===== src/rtl/tdm_pkg.sv =====
package tdm_pkg;
  // One-cycle strobes marking bit-clock edges inside the system clock domain
  typedef struct packed {
    logic launch;   // rising edge: put the next bit on the line
    logic sample;   // falling edge: capture the incoming bit
  } bit_evt_t;
endpackage


===== src/rtl/tdm_bitclk.sv =====
module tdm_bitclk
  import tdm_pkg::*;
#(
  parameter int DIV_W = 8
) (
  input  logic             clk,
  input  logic             rst,
  input  logic             master,
  input  logic [DIV_W-1:0] div,
  input  logic             bclk_ext,
  output logic             bclk_o,
  output bit_evt_t         evt
);
  logic [DIV_W-1:0] cnt;
  logic [2:0]       ext_q;   // two sync stages plus previous value

  always_ff @(posedge clk) begin
    if (rst) begin
      cnt    <= '0;
      bclk_o <= 1'b0;
      ext_q  <= '0;
      evt    <= '0;
    end else begin
      ext_q <= {ext_q[1:0], bclk_ext};
      evt   <= '0;
      if (master) begin
        if (cnt == div) begin
          cnt         <= '0;
          bclk_o      <= ~bclk_o;
          evt.launch  <= ~bclk_o;
          evt.sample  <= bclk_o;
        end else begin
          cnt <= cnt + 1'b1;
        end
      end else begin
        cnt        <= '0;
        bclk_o     <= 1'b0;
        evt.launch <= ext_q[1] & ~ext_q[2];
        evt.sample <= ~ext_q[1] & ext_q[2];
      end
    end
  end
endmodule


===== src/rtl/tdm_framer.sv =====
module tdm_framer
  import tdm_pkg::*;
#(
  parameter int SLOT_W    = 8,
  parameter int MAX_SLOTS = 32,
  parameter int CNT_W     = $clog2(MAX_SLOTS + 1),
  parameter int BIT_IW    = $clog2(SLOT_W)
) (
  input  logic              clk,
  input  logic              rst,
  input  logic              master,
  input  bit_evt_t          evt,
  input  logic [CNT_W-1:0]  cfg_slots,
  input  logic [CNT_W-1:0]  cfg_nchan,
  input  logic              fsync_ext,
  output logic [BIT_IW-1:0] bit_q,
  output logic [CNT_W-1:0]  slot_q,
  output logic              slot_active,
  output logic              pos_upd,
  output logic              fsync_o
);
  logic [1:0] fs_s;
  logic       last_bit, last_slot;

  assign last_bit    = (bit_q == BIT_IW'(SLOT_W - 1));
  assign last_slot   = ({1'b0, slot_q} + 1'b1) >= {1'b0, cfg_slots};
  assign slot_active = (slot_q < cfg_nchan);

  // Reset parks the position on the final bit so the first launch opens slot 0
  always_ff @(posedge clk) begin
    if (rst) begin
      bit_q   <= BIT_IW'(SLOT_W - 1);
      slot_q  <= CNT_W'(MAX_SLOTS - 1);
      fsync_o <= 1'b0;
      pos_upd <= 1'b0;
      fs_s    <= '0;
    end else begin
      fs_s    <= {fs_s[0], fsync_ext};
      pos_upd <= evt.launch;
      if (evt.launch) begin
        fsync_o <= master & last_bit & last_slot;
        if (last_bit) begin
          bit_q  <= '0;
          slot_q <= last_slot ? '0 : slot_q + 1'b1;
        end else begin
          bit_q <= bit_q + 1'b1;
        end
      end else if (evt.sample && !master && fs_s[1]) begin
        bit_q  <= '0;
        slot_q <= '0;
      end
    end
  end
endmodule


===== src/rtl/tdm_fifo.sv =====
module tdm_fifo #(
  parameter int W     = 8,
  parameter int DEPTH = 4   // power of two
) (
  input  logic         clk,
  input  logic         rst,
  input  logic         push,
  input  logic [W-1:0] wdata,
  input  logic         pop,
  output logic [W-1:0] rdata,
  output logic         full,
  output logic         empty
);
  localparam int AW = $clog2(DEPTH);

  logic [W-1:0]  mem [DEPTH];
  logic [AW-1:0] wp, rp;
  logic [AW:0]   cnt;
  logic          do_push, do_pop;

  assign full    = (cnt == (AW+1)'(DEPTH));
  assign empty   = (cnt == '0);
  assign do_push = push & ~full;
  assign do_pop  = pop & ~empty;
  assign rdata   = mem[rp];

  always_ff @(posedge clk) begin
    if (do_push) mem[wp] <= wdata;
  end

  always_ff @(posedge clk) begin
    if (rst) begin
      wp  <= '0;
      rp  <= '0;
      cnt <= '0;
    end else begin
      if (do_push) wp <= wp + 1'b1;
      if (do_pop)  rp <= rp + 1'b1;
      case ({do_push, do_pop})
        2'b10:   cnt <= cnt + 1'b1;
        2'b01:   cnt <= cnt - 1'b1;
        default: cnt <= cnt;
      endcase
    end
  end
endmodule


===== src/rtl/tdm_highway.sv =====
module tdm_highway
  import tdm_pkg::*;
#(
  parameter int SLOT_W    = 8,
  parameter int MAX_SLOTS = 32,
  parameter int DIV_W     = 8,
  parameter int TX_DEPTH  = 4,
  parameter int RX_DEPTH  = 4,
  parameter logic [SLOT_W-1:0] IDLE_PAT = '1,
  localparam int CNT_W  = $clog2(MAX_SLOTS + 1),
  localparam int BIT_IW = $clog2(SLOT_W)
) (
  input  logic              clk,
  input  logic              rst,
  input  logic              cfg_master,
  input  logic [DIV_W-1:0]  cfg_div,
  input  logic [CNT_W-1:0]  cfg_slots,
  input  logic [CNT_W-1:0]  cfg_nchan,
  input  logic              err_clr,
  input  logic              bclk_in,
  input  logic              fsync_in,
  output logic              bclk_out,
  output logic              fsync_out,
  output logic              ser_tx,
  output logic              ser_tx_oe,
  input  logic              ser_rx,
  output logic              tx_req,
  input  logic              tx_wr,
  input  logic [SLOT_W-1:0] tx_wdata,
  output logic              rx_req,
  input  logic              rx_rd,
  output logic [SLOT_W-1:0] rx_rdata,
  output logic              tx_underrun,
  output logic              rx_overrun
);
  bit_evt_t          evt;
  logic [BIT_IW-1:0] bit_q;
  logic [CNT_W-1:0]  slot_q;
  logic              slot_active, pos_upd;

  tdm_bitclk #(.DIV_W(DIV_W)) u_bitclk (
    .clk(clk), .rst(rst), .master(cfg_master), .div(cfg_div),
    .bclk_ext(bclk_in), .bclk_o(bclk_out), .evt(evt)
  );

  tdm_framer #(.SLOT_W(SLOT_W), .MAX_SLOTS(MAX_SLOTS)) u_framer (
    .clk(clk), .rst(rst), .master(cfg_master), .evt(evt),
    .cfg_slots(cfg_slots), .cfg_nchan(cfg_nchan), .fsync_ext(fsync_in),
    .bit_q(bit_q), .slot_q(slot_q), .slot_active(slot_active),
    .pos_upd(pos_upd), .fsync_o(fsync_out)
  );

  // ---------------- transmit ----------------
  logic [SLOT_W-1:0] tx_head, tx_word, tx_sh;
  logic              tx_full, tx_empty, tx_pop, slot_open;

  assign slot_open = pos_upd & slot_active & (bit_q == '0);
  assign tx_pop    = slot_open & ~tx_empty;
  assign tx_word   = tx_empty ? IDLE_PAT : tx_head;
  assign tx_req    = ~tx_full;

  tdm_fifo #(.W(SLOT_W), .DEPTH(TX_DEPTH)) u_txq (
    .clk(clk), .rst(rst), .push(tx_wr), .wdata(tx_wdata),
    .pop(tx_pop), .rdata(tx_head), .full(tx_full), .empty(tx_empty)
  );

  always_ff @(posedge clk) begin
    if (rst) begin
      tx_sh     <= '0;
      ser_tx    <= 1'b0;
      ser_tx_oe <= 1'b0;
    end else if (pos_upd) begin
      ser_tx_oe <= slot_active;
      if (!slot_active) begin
        ser_tx <= 1'b0;
      end else if (bit_q == '0) begin
        ser_tx <= tx_word[SLOT_W-1];
        tx_sh  <= tx_word << 1;
      end else begin
        ser_tx <= tx_sh[SLOT_W-1];
        tx_sh  <= tx_sh << 1;
      end
    end
  end

  // ---------------- receive ----------------
  logic [SLOT_W-1:0] rx_sh, rx_byte;
  logic              rx_full, rx_empty, rx_done, rx_push;

  assign rx_byte = {rx_sh[SLOT_W-2:0], ser_rx};
  assign rx_done = evt.sample & slot_active & (bit_q == BIT_IW'(SLOT_W - 1));
  assign rx_push = rx_done & ~rx_full;
  assign rx_req  = ~rx_empty;

  tdm_fifo #(.W(SLOT_W), .DEPTH(RX_DEPTH)) u_rxq (
    .clk(clk), .rst(rst), .push(rx_push), .wdata(rx_byte),
    .pop(rx_rd), .rdata(rx_rdata), .full(rx_full), .empty(rx_empty)
  );

  always_ff @(posedge clk) begin
    if (rst)                              rx_sh <= '0;
    else if (evt.sample && slot_active)   rx_sh <= rx_byte;
  end

  // ---------------- sticky errors: a new event beats the clear ----------------
  always_ff @(posedge clk) begin
    if (rst) begin
      tx_underrun <= 1'b0;
      rx_overrun  <= 1'b0;
    end else begin
      if (slot_open && tx_empty) tx_underrun <= 1'b1;
      else if (err_clr)          tx_underrun <= 1'b0;
      if (rx_done && rx_full)    rx_overrun  <= 1'b1;
      else if (err_clr)          rx_overrun  <= 1'b0;
    end
  end
endmodule


===== config.mk =====
export PLATFORM = sky130hd
export DESIGN_NAME = tdm_highway
export DESIGN_NICKNAME = d
export VERILOG_FILES = /design/src/rtl/tdm_pkg.sv /design/src/rtl/tdm_bitclk.sv /design/src/rtl/tdm_framer.sv /design/src/rtl/tdm_fifo.sv /design/src/rtl/tdm_highway.sv
export SDC_FILE = /design/constraint.sdc
export NUM_CORES = 1
export LEC_CHECK = 0
export ABC_AREA = 1
export ABC_CLOCK_PERIOD_IN_PS = 3500
export BUFFER_PORTS_ARGS = -buffer_cell sky130_fd_sc_hd__buf_2
export CORE_UTILIZATION = 40
export DETAILED_ROUTE_END_ITERATION = 6
export GPL_TIMING_DRIVEN = 1
export HOLD_SLACK_MARGIN = 0.06
export PLACE_DENSITY = 0.6
export SYNTH_ARGS = -nofsm -noshare
export SYNTH_HDL_FRONTEND = slang
export SYNTH_SLANG_ARGS = --single-unit

===== constraint.sdc =====
create_clock -name clk -period 3.5 [get_ports clk]
set_clock_uncertainty 0.05 [all_clocks]
set_input_delay 0 -clock clk [delete_from_list [all_inputs] [get_ports clk]]
set_output_delay 0 -clock clk [all_outputs]
set_load 0.05 [all_outputs]

Word-level counts from Yosys, hierarchy flattened
Memory sizes are Yosys's and may differ from the RTL's. A register that Yosys moved wholly into a read port is not among the register bits.
Cells that the tools add are included.
Operators by class
  add/sub/neg operators: 12
  bitwise operators: 22
  muxes and demuxes: 26
  reductions and logical operators: 18
  $lt $le $gt $ge: 2
  eq/ne operators: 9
Operators by type and width (count)
  two-way mux 6 bit: 4
  two-way mux 8 bit: 2
  bitwise AND 1 bit: 14
  two-way mux 2 bit: 6
  one-hot mux 3 bit (2 select lines): 2
  nonzero test 2 bit: 5
  adder 3 x 1 -> 3 bit, second input constant: 3
  == test 3 bit, second input constant: 3
  logical NOT 3 bit: 3
  two-way mux 1 bit: 9
  two-way mux 3 bit: 3
  adder 2 x 1 -> 2 bit, second input constant: 4
  adder 8 x 1 -> 8 bit, second input constant: 1
  == test 8 bit: 1
  NOT 1 bit: 8
  adder 6 x 1 -> 7 bit, second input constant: 1
  greater-or-equal comparator 7 x 6 -> 1 bit: 1
  adder 6 x 1 -> 6 bit, second input constant: 1
  < comparator 6 bit: 1
  subtractor 3 x 1 -> 3 bit, second input constant: 2
  logical AND 1 bit: 5
  == test 2 x 1 -> 1 bit, second input constant: 2
  == test 2 bit, second input constant: 2
  AND reduction 2 bit: 2
  4 further kinds: 4
Word-level totals
  word-level logic and storage cells: 113
  RAM bits: 64
  flip-flop bits (word level): 60
  memories kept: 2
  output and inout bits: 16
  bits of input ports: 37
Memories
  u_rxq.mem: depth 4, width 8, read ports 1, clocked after Yosys merged registers in 1, write ports 1, RTL line tdm_fifo.sv:16  | logic [W-1:0] mem [DEPTH];
  u_txq.mem: depth 4, width 8, read ports 1, clocked after Yosys merged registers in 1, write ports 1, RTL line tdm_fifo.sv:16

Longest topological paths before layout
Gate-level depths: netlist (run 1).
  depth in word-level cells: 7
  gate-level depth with buffers: 16
  mapped depth without buffers: 16

Cells and area by module
A second synthesis (run 1) with hierarchy kept.
Second synthesis, totals
  cell total of the unflattened synthesis: 629
  area, all modules: 5856.9 sq um
Modules (own cells, without submodules)
  tdm_fifo: instances 2, sequential area each 1141.1 sq um, cells an instance 146, area each 1691.6 sq um
  tdm_framer: instances 1, sequential area each 260.2 sq um, cells an instance 125, area each 905.9 sq um
  tdm_highway: instances 1, sequential area each 360.3 sq um, cells an instance 115, area each 817.0 sq um
  tdm_bitclk: instances 1, sequential area each 280.3 sq um, cells an instance 97, area each 750.7 sq um

Least setup slack after synthesis (run 1)
Ideal clock, no wire load.
  kind: register to register
  from: register u_framer.slot_q[3]
  to: register u_txq.cnt[2]
  slack: 1066 ps
  data required time: 3328 ps
  arrival time: 2262 ps
  clock period less this slack: 2434 ps
  buffers on the path: 0
  library setup time: 122 ps
  cell stages (with the launch flop): 16
  path through: dfxtp_1 ha_1 nand2_1 nand2_1 a21oi_4 nand2_4 nor2_8 nand2_2 inv_1 ha_1 inv_1 fa_1 a21oi_1 o21ai_0 o21ai_0 a21oi_1
On the way
  cells in the longest elaborated chain, start to end: 7
  elaborated cells on any way between the ends: 9
  those cells by class: order compare (1); eq/ne (2); mux (1); bitwise (4); reduce/logical (1)
RTL lines
  start, declared: RTL line tdm_framer.sv:17  | output logic [CNT_W-1:0] slot_q,
  start signal, assigned: RTL line tdm_framer.sv:33  | slot_q <= CNT_W'(MAX_SLOTS - 1);
  start signal, assigned: RTL line tdm_framer.sv:44  | slot_q <= last_slot ? '0 : slot_q + 1'b1;
  < comparator 6 bit *: RTL line tdm_framer.sv:27  | assign slot_active = (slot_q < cfg_nchan);
  bitwise AND 1 bit * (2 in a row): RTL line tdm_highway.sv:57  | assign slot_open = pos_upd & slot_active & (bit_q == '0);
  bitwise AND 1 bit *: RTL line tdm_highway.sv:58  | assign tx_pop = slot_open & ~tx_empty;
  bitwise AND 1 bit *: RTL line tdm_fifo.sv:24  | assign do_pop = pop & ~empty;
  named net u_txq.do_pop: RTL line tdm_fifo.sv:19  | logic do_push, do_pop;
  == test 2 x 1 -> 1 bit or == test 2 bit (tied branches): RTL line tdm_fifo.sv:39  | case ({do_push, do_pop})
  one-hot mux 3 bit (2 select lines) or nonzero test 2 bit (tied branches)
  end signal, assigned: RTL line tdm_fifo.sv:40  | 2'b10: cnt <= cnt + 1'b1;
  end signal, assigned: RTL line tdm_fifo.sv:41  | 2'b01: cnt <= cnt - 1'b1;
  end signal, assigned: RTL line tdm_fifo.sv:42  | default: cnt <= cnt;
  end, declared: RTL line tdm_fifo.sv:18  | logic [AW:0] cnt;
The timed path passes the listed nets; every way through them passes the cells marked *.
A chain may end at the register's enable or synchronous reset.

Worst setup path after layout (run 1)
  from: register u_bitclk.cnt[4]
  to: register u_bitclk.evt[0] (netlist name)
On the way
  cells in the longest elaborated chain, start to end: 3
RTL lines
  start, declared: RTL line tdm_bitclk.sv:14  | logic [DIV_W-1:0] cnt;
  start signal, assigned: RTL line tdm_bitclk.sv:33  | cnt <= cnt + 1'b1;
  == test 8 bit: RTL line tdm_bitclk.sv:27  | if (cnt == div) begin
  two-way mux 2 bit: RTL line tdm_bitclk.sv:27
  two-way mux 2 bit: RTL line tdm_bitclk.sv:26  | if (master) begin
Every way passes these cells.

==> results of run 1 <==
-- critical path, cell delays in order (launching register included) --
cell and delay, ns:
dfxtp_1 0.35, xnor2_1 0.13, nand2_1 0.06, dlygate4sd3_1 0.55, nor3_1 0.30, dlygate4sd3_1 0.67
nand3_1 0.11, dlygate4sd3_1 0.57, a21oi_1 0.14
-- flip-flops by register name (all words and copies together) (netlist names), named ones only --
signal / cells
ser_tx_oe: 1
u_rxq.cnt: 3
tx_underrun: 1
u_framer.fsync_o: 1
u_txq.rp: 2
ser_tx: 1
u_bitclk.bclk_o: 1
u_framer.slot_q: 6
tx_sh: 7
u_rxq.mem: 32
u_txq.mem: 32
u_txq.wp: 2
rx_sh: 7
u_framer.fs_s: 2
u_rxq.wp: 2
u_framer.pos_upd: 1
u_bitclk.cnt: 8
u_bitclk.evt: 2
rx_overrun: 1
u_rxq.rp: 2
u_framer.bit_q: 3
u_bitclk.ext_q: 3
u_txq.cnt: 3
-- area by class of cell --
type / instances / area (um2)
Clock inverter: 15 / 140
Fill cell: 1285 / 6970
Multi-Input combinational cell: 395 / 2110
Inverter: 96 / 360
Sequential cell: 127 / 3180
Clock buffer: 17 / 425
Timing Repair Buffer: 78 / 520
Tap cell: 180 / 225
-- per-layer routing --
metal	vias to the layer above	wire length, um	global-route usage (%)	part of all wire (%)
met1	1960	5200	19.6	46
met5	-	0	0	0
met4	0	206	7.95	1.8
li1	2239	-	-	-
met3	18	422	3.98	3.7
met2	83	5480	28.8	48
-- per-stage QoR --
stage / hold slack, ns / cell area (um2)
after global placement: 0.163 / 6140
after CTS: 0.119 / 6970
after floorplan: 0.0411 / 5720
after global routing: 0.208 / 6970
after detailed placement: 0.166 / 6140
final: 0.141 / 6970
-- kinds of logic after synthesis --
logic type / count (synthesis) / share of synthesized area [%]
AO/OA/AOI/OAI: 103 / 9.45
flip-flops: 127 / 55.7
adder cells (fa/ha/maj): 28 / 6.39
buffers and inverters: 109 / 7.42
XOR/XNOR: 9 / 1.38
AND/OR/NAND/NOR: 255 / 19.7
-- power breakdown --
group | total [mW] | switching [mW] | internal [mW]
logic | 0.624 | 0.429 | 0.195
registers | 1.68 | 0.0586 | 1.62
clock network | 1.66 | 0.677 | 0.983
total | 3.97 | 1.16 | 2.80
-- repair_timing --
action,4_1_cts,5_1_grt
hold buffers,26,0
endpoints found under the hold margin,63,0
endpoints found under the setup margin,0,0
-- worst paths after layout --
| path | start | to | slack, ns | cells after the start |
|---|---|---|---|---|
| min | cfg_div[1] | u_bitclk.bclk_o | 0.14 | 7 |
| max reg2reg | u_bitclk.cnt[4] | u_bitclk.evt[0] | 0.51 | 8 |
| max | u_bitclk.cnt[4] | u_bitclk.evt[0] | 0.51 | 8 |
| min reg2reg | u_bitclk.ext_q[0] | u_bitclk.ext_q[1] | 0.35 | 2 |
-- placed cells by master, fill, tap and decap left out, types with 17 or more instances in the layout --
cell type | synthesis | final
nor2_1 | 97 | 97
dlygate4sd3_1 | 0 | 26
dfxtp_1 | 63 | 63
nand2_1 | 94 | 94
nand3_1 | 30 | 30
ha_1 | 26 | 26
inv_1 | 92 | 92
buf_2 | 6 | 52
edfxtp_1 | 64 | 64
o21ai_0 | 54 | 54
clkbuf_16 | 0 | 17
a21oi_1 | 36 | 36
==> results.sh, run 1 <==
export IMPL_status="finished, final reports clean"
export IMPL_power_mw=3.97
export IMPL_antenna_cells=0
export IMPL_synth_yosys_seq_area_share_pct=55.7
export IMPL_vias=4300
export IMPL_synthDominantCellAreaShare_pct=33.6
export IMPL_drv_slew=0
export IMPL_worstMarginPinSlew_ns=0.868
export IMPL_cap_violations=0
export IMPL_grt_pass1_vias=4195
export IMPL_netlist_top_cells_area="edfxtp_1 (34%), dfxtp_1 (22%), nor2_1 (6.4%)"
export IMPL_grt_max_degree=34
export IMPL_synth_most_common_cell="nor2_1"
export IMPL_drt_wl_total_um=11300
export IMPL_h_tree_depth=4
export IMPL_synth_area_per_cell_um2=9.06
export IMPL_powerDensity_mw_per_mm2=569
export IMPL_fp_dieW_um=122
export IMPL_cts_tree="done"
export IMPL_postRouteAntennaNets=0
export IMPL_p_leak_nw=2.86
export IMPL_antenna_found_initial=0
export IMPL_post_cts_resized=0
export IMPL_nets=780
export IMPL_place_ws_ns=0.775
export IMPL_fin_setup_tns_ns=0
export IMPL_ys_ff_latch=127
export IMPL_numCtsBuffers=17
export IMPL_insertion_delay_ns=0.42
export IMPL_endpoint_kind="flip-flop"
export IMPL_gp_congestion=0.766
export IMPL_die_height_um=122
export IMPL_grt_overflow=0
export IMPL_hold_violations=0
export IMPL_dp_hpwl_um=7690
export IMPL_dr_pass1_iters=4
export IMPL_die_area_mm2=0.0148
export IMPL_grt_first_pass_wirelength_um=19000
export IMPL_syn_cell_area_mm2=0.00572
export IMPL_synth_ff_type="edfxtp_1"
export IMPL_ys_types=34
export IMPL_fin_util_pct=50.0
export IMPL_hold_path_class="in2reg"
export IMPL_yosys_area_top_type="edfxtp_1"
export IMPL_yosys_top_cells_count="nor2_1 (97), nand2_1 (94), inv_1 (92)"
export IMPL_drcViolationCount=0
export IMPL_fp_coreArea_mm2=0.0139
export IMPL_drive_above_1_share_pct=13.9
export IMPL_post_route_period_util_pct=85.3
export IMPL_clock_root_buffer="clkbuf_16"
export IMPL_worstPathRequired_ns=3.79
export IMPL_rows=43
export IMPL_critPathKind="reg2reg"
export IMPL_io_buffers=52
export IMPL_cp_max_fo=3
export IMPL_synth_warnings=0
export IMPL_postSynthNetCount=696
export IMPL_synth_edff_count=64
export IMPL_viasPerCell=4.74
export IMPL_grt_usage_pct=16.7
export IMPL_cp_start_kind="flip-flop"
export IMPL_fmax_ghz=0.335
export IMPL_finalSetupViolations=0
export IMPL_area_delta_synth_final_pct=21.8
export IMPL_synthCells=631
export IMPL_relSlewSlack_pct=42.0
export IMPL_drt_iter0_drc=221
export IMPL_dp_cells=850
export IMPL_clkTransAtPathRegs_ns=0.06
export IMPL_wl_per_cell_um=12.5
export IMPL_clock_path_buffers=2
export IMPL_rsz0062_at_grt="false"
export IMPL_layout_setup_ws_ns=0.514
export IMPL_fin_crit_ns=2.99
export IMPL_ir_worst_vdd_v=0.000379
export IMPL_postCtsSetupRepairBufs=0
export IMPL_start_util_pct=41.0
export IMPL_ioPinCount=53
export IMPL_clock_sinks=127
export IMPL_worstPathArrival_ns=3.28
export IMPL_final_cells=908
export IMPL_synthArstFlopShare_pct=0
Power figures use the tool's default switching activity.
==> run 2, diff against run 1 <==
--- a/config.mk
+++ b/config.mk
@@ -12,7 +12,7 @@
 export DETAILED_ROUTE_END_ITERATION = 6
 export GPL_TIMING_DRIVEN = 1
 export HOLD_SLACK_MARGIN = 0.06
-export PLACE_DENSITY = 0.6
+export PLACE_DENSITY = 0.65
 export SYNTH_ARGS = -nofsm -noshare
 export SYNTH_HDL_FRONTEND = slang
 export SYNTH_SLANG_ARGS = --single-unit
==> run 2 against run 1 <==
Net effect: critical path depth unchanged; largest power group unchanged; critical path type unchanged; cell count unchanged; core utilization decreased by 0.063 points; worst setup slack improved by 0.18 ns.
==> results.sh, run 2 (same netlist as run 1, synthesis figures left out) <==
export IMPL_postRouteAntennaNets=0
export IMPL_grt_usage_pct=16.8
export IMPL_worstPathArrival_ns=3.10
export IMPL_nets=780
export IMPL_powerDensity_mw_per_mm2=568
export IMPL_drive_above_1_share_pct=13.3
export IMPL_ir_worst_vdd_v=0.000280
export IMPL_cap_violations=0
export IMPL_finalSetupViolations=0
export IMPL_clock_sinks=127
export IMPL_status="finished, final reports clean"
export IMPL_h_tree_depth=4
export IMPL_cp_start_kind="flip-flop"
export IMPL_viasPerCell=4.79
export IMPL_drt_wl_total_um=11400
export IMPL_fillCellCount=1267
export IMPL_relSlewSlack_pct=47.1
export IMPL_insertion_delay_ns=0.41
export IMPL_layout_setup_ws_ns=0.694
export IMPL_numCtsBuffers=17
export IMPL_endpoint_kind="flip-flop"
export IMPL_die_height_um=122
export IMPL_ioPinCount=53
export IMPL_critPathKind="reg2reg"
export IMPL_post_cts_resized=0
export IMPL_cts_tree="done"
export IMPL_worstPathRequired_ns=3.79
export IMPL_fp_coreArea_mm2=0.0139
export IMPL_post_route_period_util_pct=80.2
export IMPL_drcViolationCount=0
export IMPL_hold_violations=0
export IMPL_antenna_cells=0
export IMPL_place_ws_ns=0.735
export IMPL_dr_pass1_iters=5
export IMPL_p_leak_nw=2.87
export IMPL_reg2reg_depth=8
export IMPL_cp_max_fo=3
export IMPL_final_cell_mix="nor2_1 (97), nand2_1 (94), inv_1 (92), edfxtp_1 (64), dfxtp_1 (63)"
export IMPL_drt_iter0_drc=258
export IMPL_cp_cell_sequence="xnor2_1 -> nand2_1 -> dlygate4sd3_1 -> nor3_1 -> dlygate4sd3_1 -> nand3_1 -> dlygate4sd3_1 -> a21oi_1"
export IMPL_start_util_pct=41.0
export IMPL_dp_hpwl_um=7930
export IMPL_hold_path_class="in2reg"
export IMPL_drv_slew=0
export IMPL_fin_setup_tns_ns=0
export IMPL_clock_path_buffers=2
export IMPL_grt_pass1_vias=4278
export IMPL_regArea_mm2=0.00318
export IMPL_mostFrequentLayoutCell="nor2_1"
export IMPL_rsz0062_at_grt="false"
export IMPL_clkTransAtPathRegs_ns=0.05
export IMPL_die_area_mm2=0.0148
export IMPL_cpPeakStageDelay_ns=0.63
export IMPL_clock_root_buffer="clkbuf_16"
export IMPL_cp_top_family="buffers and inverters"
export IMPL_grt_max_degree=34
export IMPL_io_buffers=52
export IMPL_multiInputGateArea_mm2=0.00211
export IMPL_cpMostUsedCell="dlygate4sd3_1"
export IMPL_wl_per_cell_um=12.5
export IMPL_vias=4346
export IMPL_grt_first_pass_wirelength_um=19100
export IMPL_hold_depth=6
export IMPL_path_depth=8
export IMPL_crit_buf_inv=3
export IMPL_crit_slowest_cell="dlygate4sd3_1"
export IMPL_antenna_found_initial=0
export IMPL_area_delta_synth_final_pct=21.7
export IMPL_fin_crit_ns=2.81
export IMPL_rows=43
export IMPL_worstMarginPinSlew_ns=0.790
export IMPL_fmax_ghz=0.356
export IMPL_fp_dieW_um=122
export IMPL_reg_top3="u_rxq.mem: 32 flops, u_txq.mem: 32 flops, u_bitclk.cnt: 8 flops"
export IMPL_grt_overflow=0
export IMPL_gp_congestion=0.822
[run 2: final timing paths]
check	slack, ns	start	end
hold reg to reg	0.35	u_bitclk.ext_q[0]	u_bitclk.ext_q[1]
setup / recovery	0.69	u_bitclk.cnt[3]	u_bitclk.evt[1]
hold / removal	0.14	cfg_div[2]	u_bitclk.bclk_o
setup reg to reg	0.69	u_bitclk.cnt[3]	u_bitclk.evt[1]
[run 2: power breakdown]
part	switching (mW)	internal, mW	total, mW
logic	0.427	0.196	0.623
registers	0.0559	1.62	1.68
clock network	0.610	1.04	1.65
[run 2: tightest hold or removal path, cell delays in order]
cell and delay, ns:
buf_2 0.09, xor2_1 0.13, nor3_1 0.08, nand3_1 0.09, nand2_1 0.07, a21oi_1 0.11
[run 2: metrics by stage]
stage / instances / area, um2 / hold WS [ns] / total power, mW / util [%]
floorplan: 631 / 5720 / 0.0411 / 2.16 / -
global placement: 850 / 6140 / 0.163 / 2.29 / 44.1
detailed placement: 850 / 6140 / 0.161 / 2.31 / 44.1
CTS: 908 / 6960 / 0.110 / 3.99 / 49.9
global route: 908 / 6960 / 0.237 / 4.14 / 49.9
finish: 908 / 6960 / 0.145 / 3.95 / 49.9
[run 2: area by class of cell]
type | count | area share [%]
tap | 180 | 3.24
clock buffer | 21 | 6.33
sequential | 127 | 45.8
multi-input combinational | 395 | 30.3
timing repair buffer | 78 | 7.48
inverter | 96 | 5.18
clock inverter | 11 | 1.67
[run 2: metal layers]
metal  global-route usage [%]  routed length [um]  vias to the layer above
met3                     4.12                 316                       12
li1                         -                   -                     2237
met4                     8.10                 165                        0
met1                     19.2                5230                     2021
met2                     29.3                5670                       76
met5                        0                   0                        -
[run 2: what timing repair did]
action | 4_1_cts | 5_1_grt
buffers inserted | 0 | 0
hold buffers | 26 | 0
endpoints found under the hold margin | 67 | 0
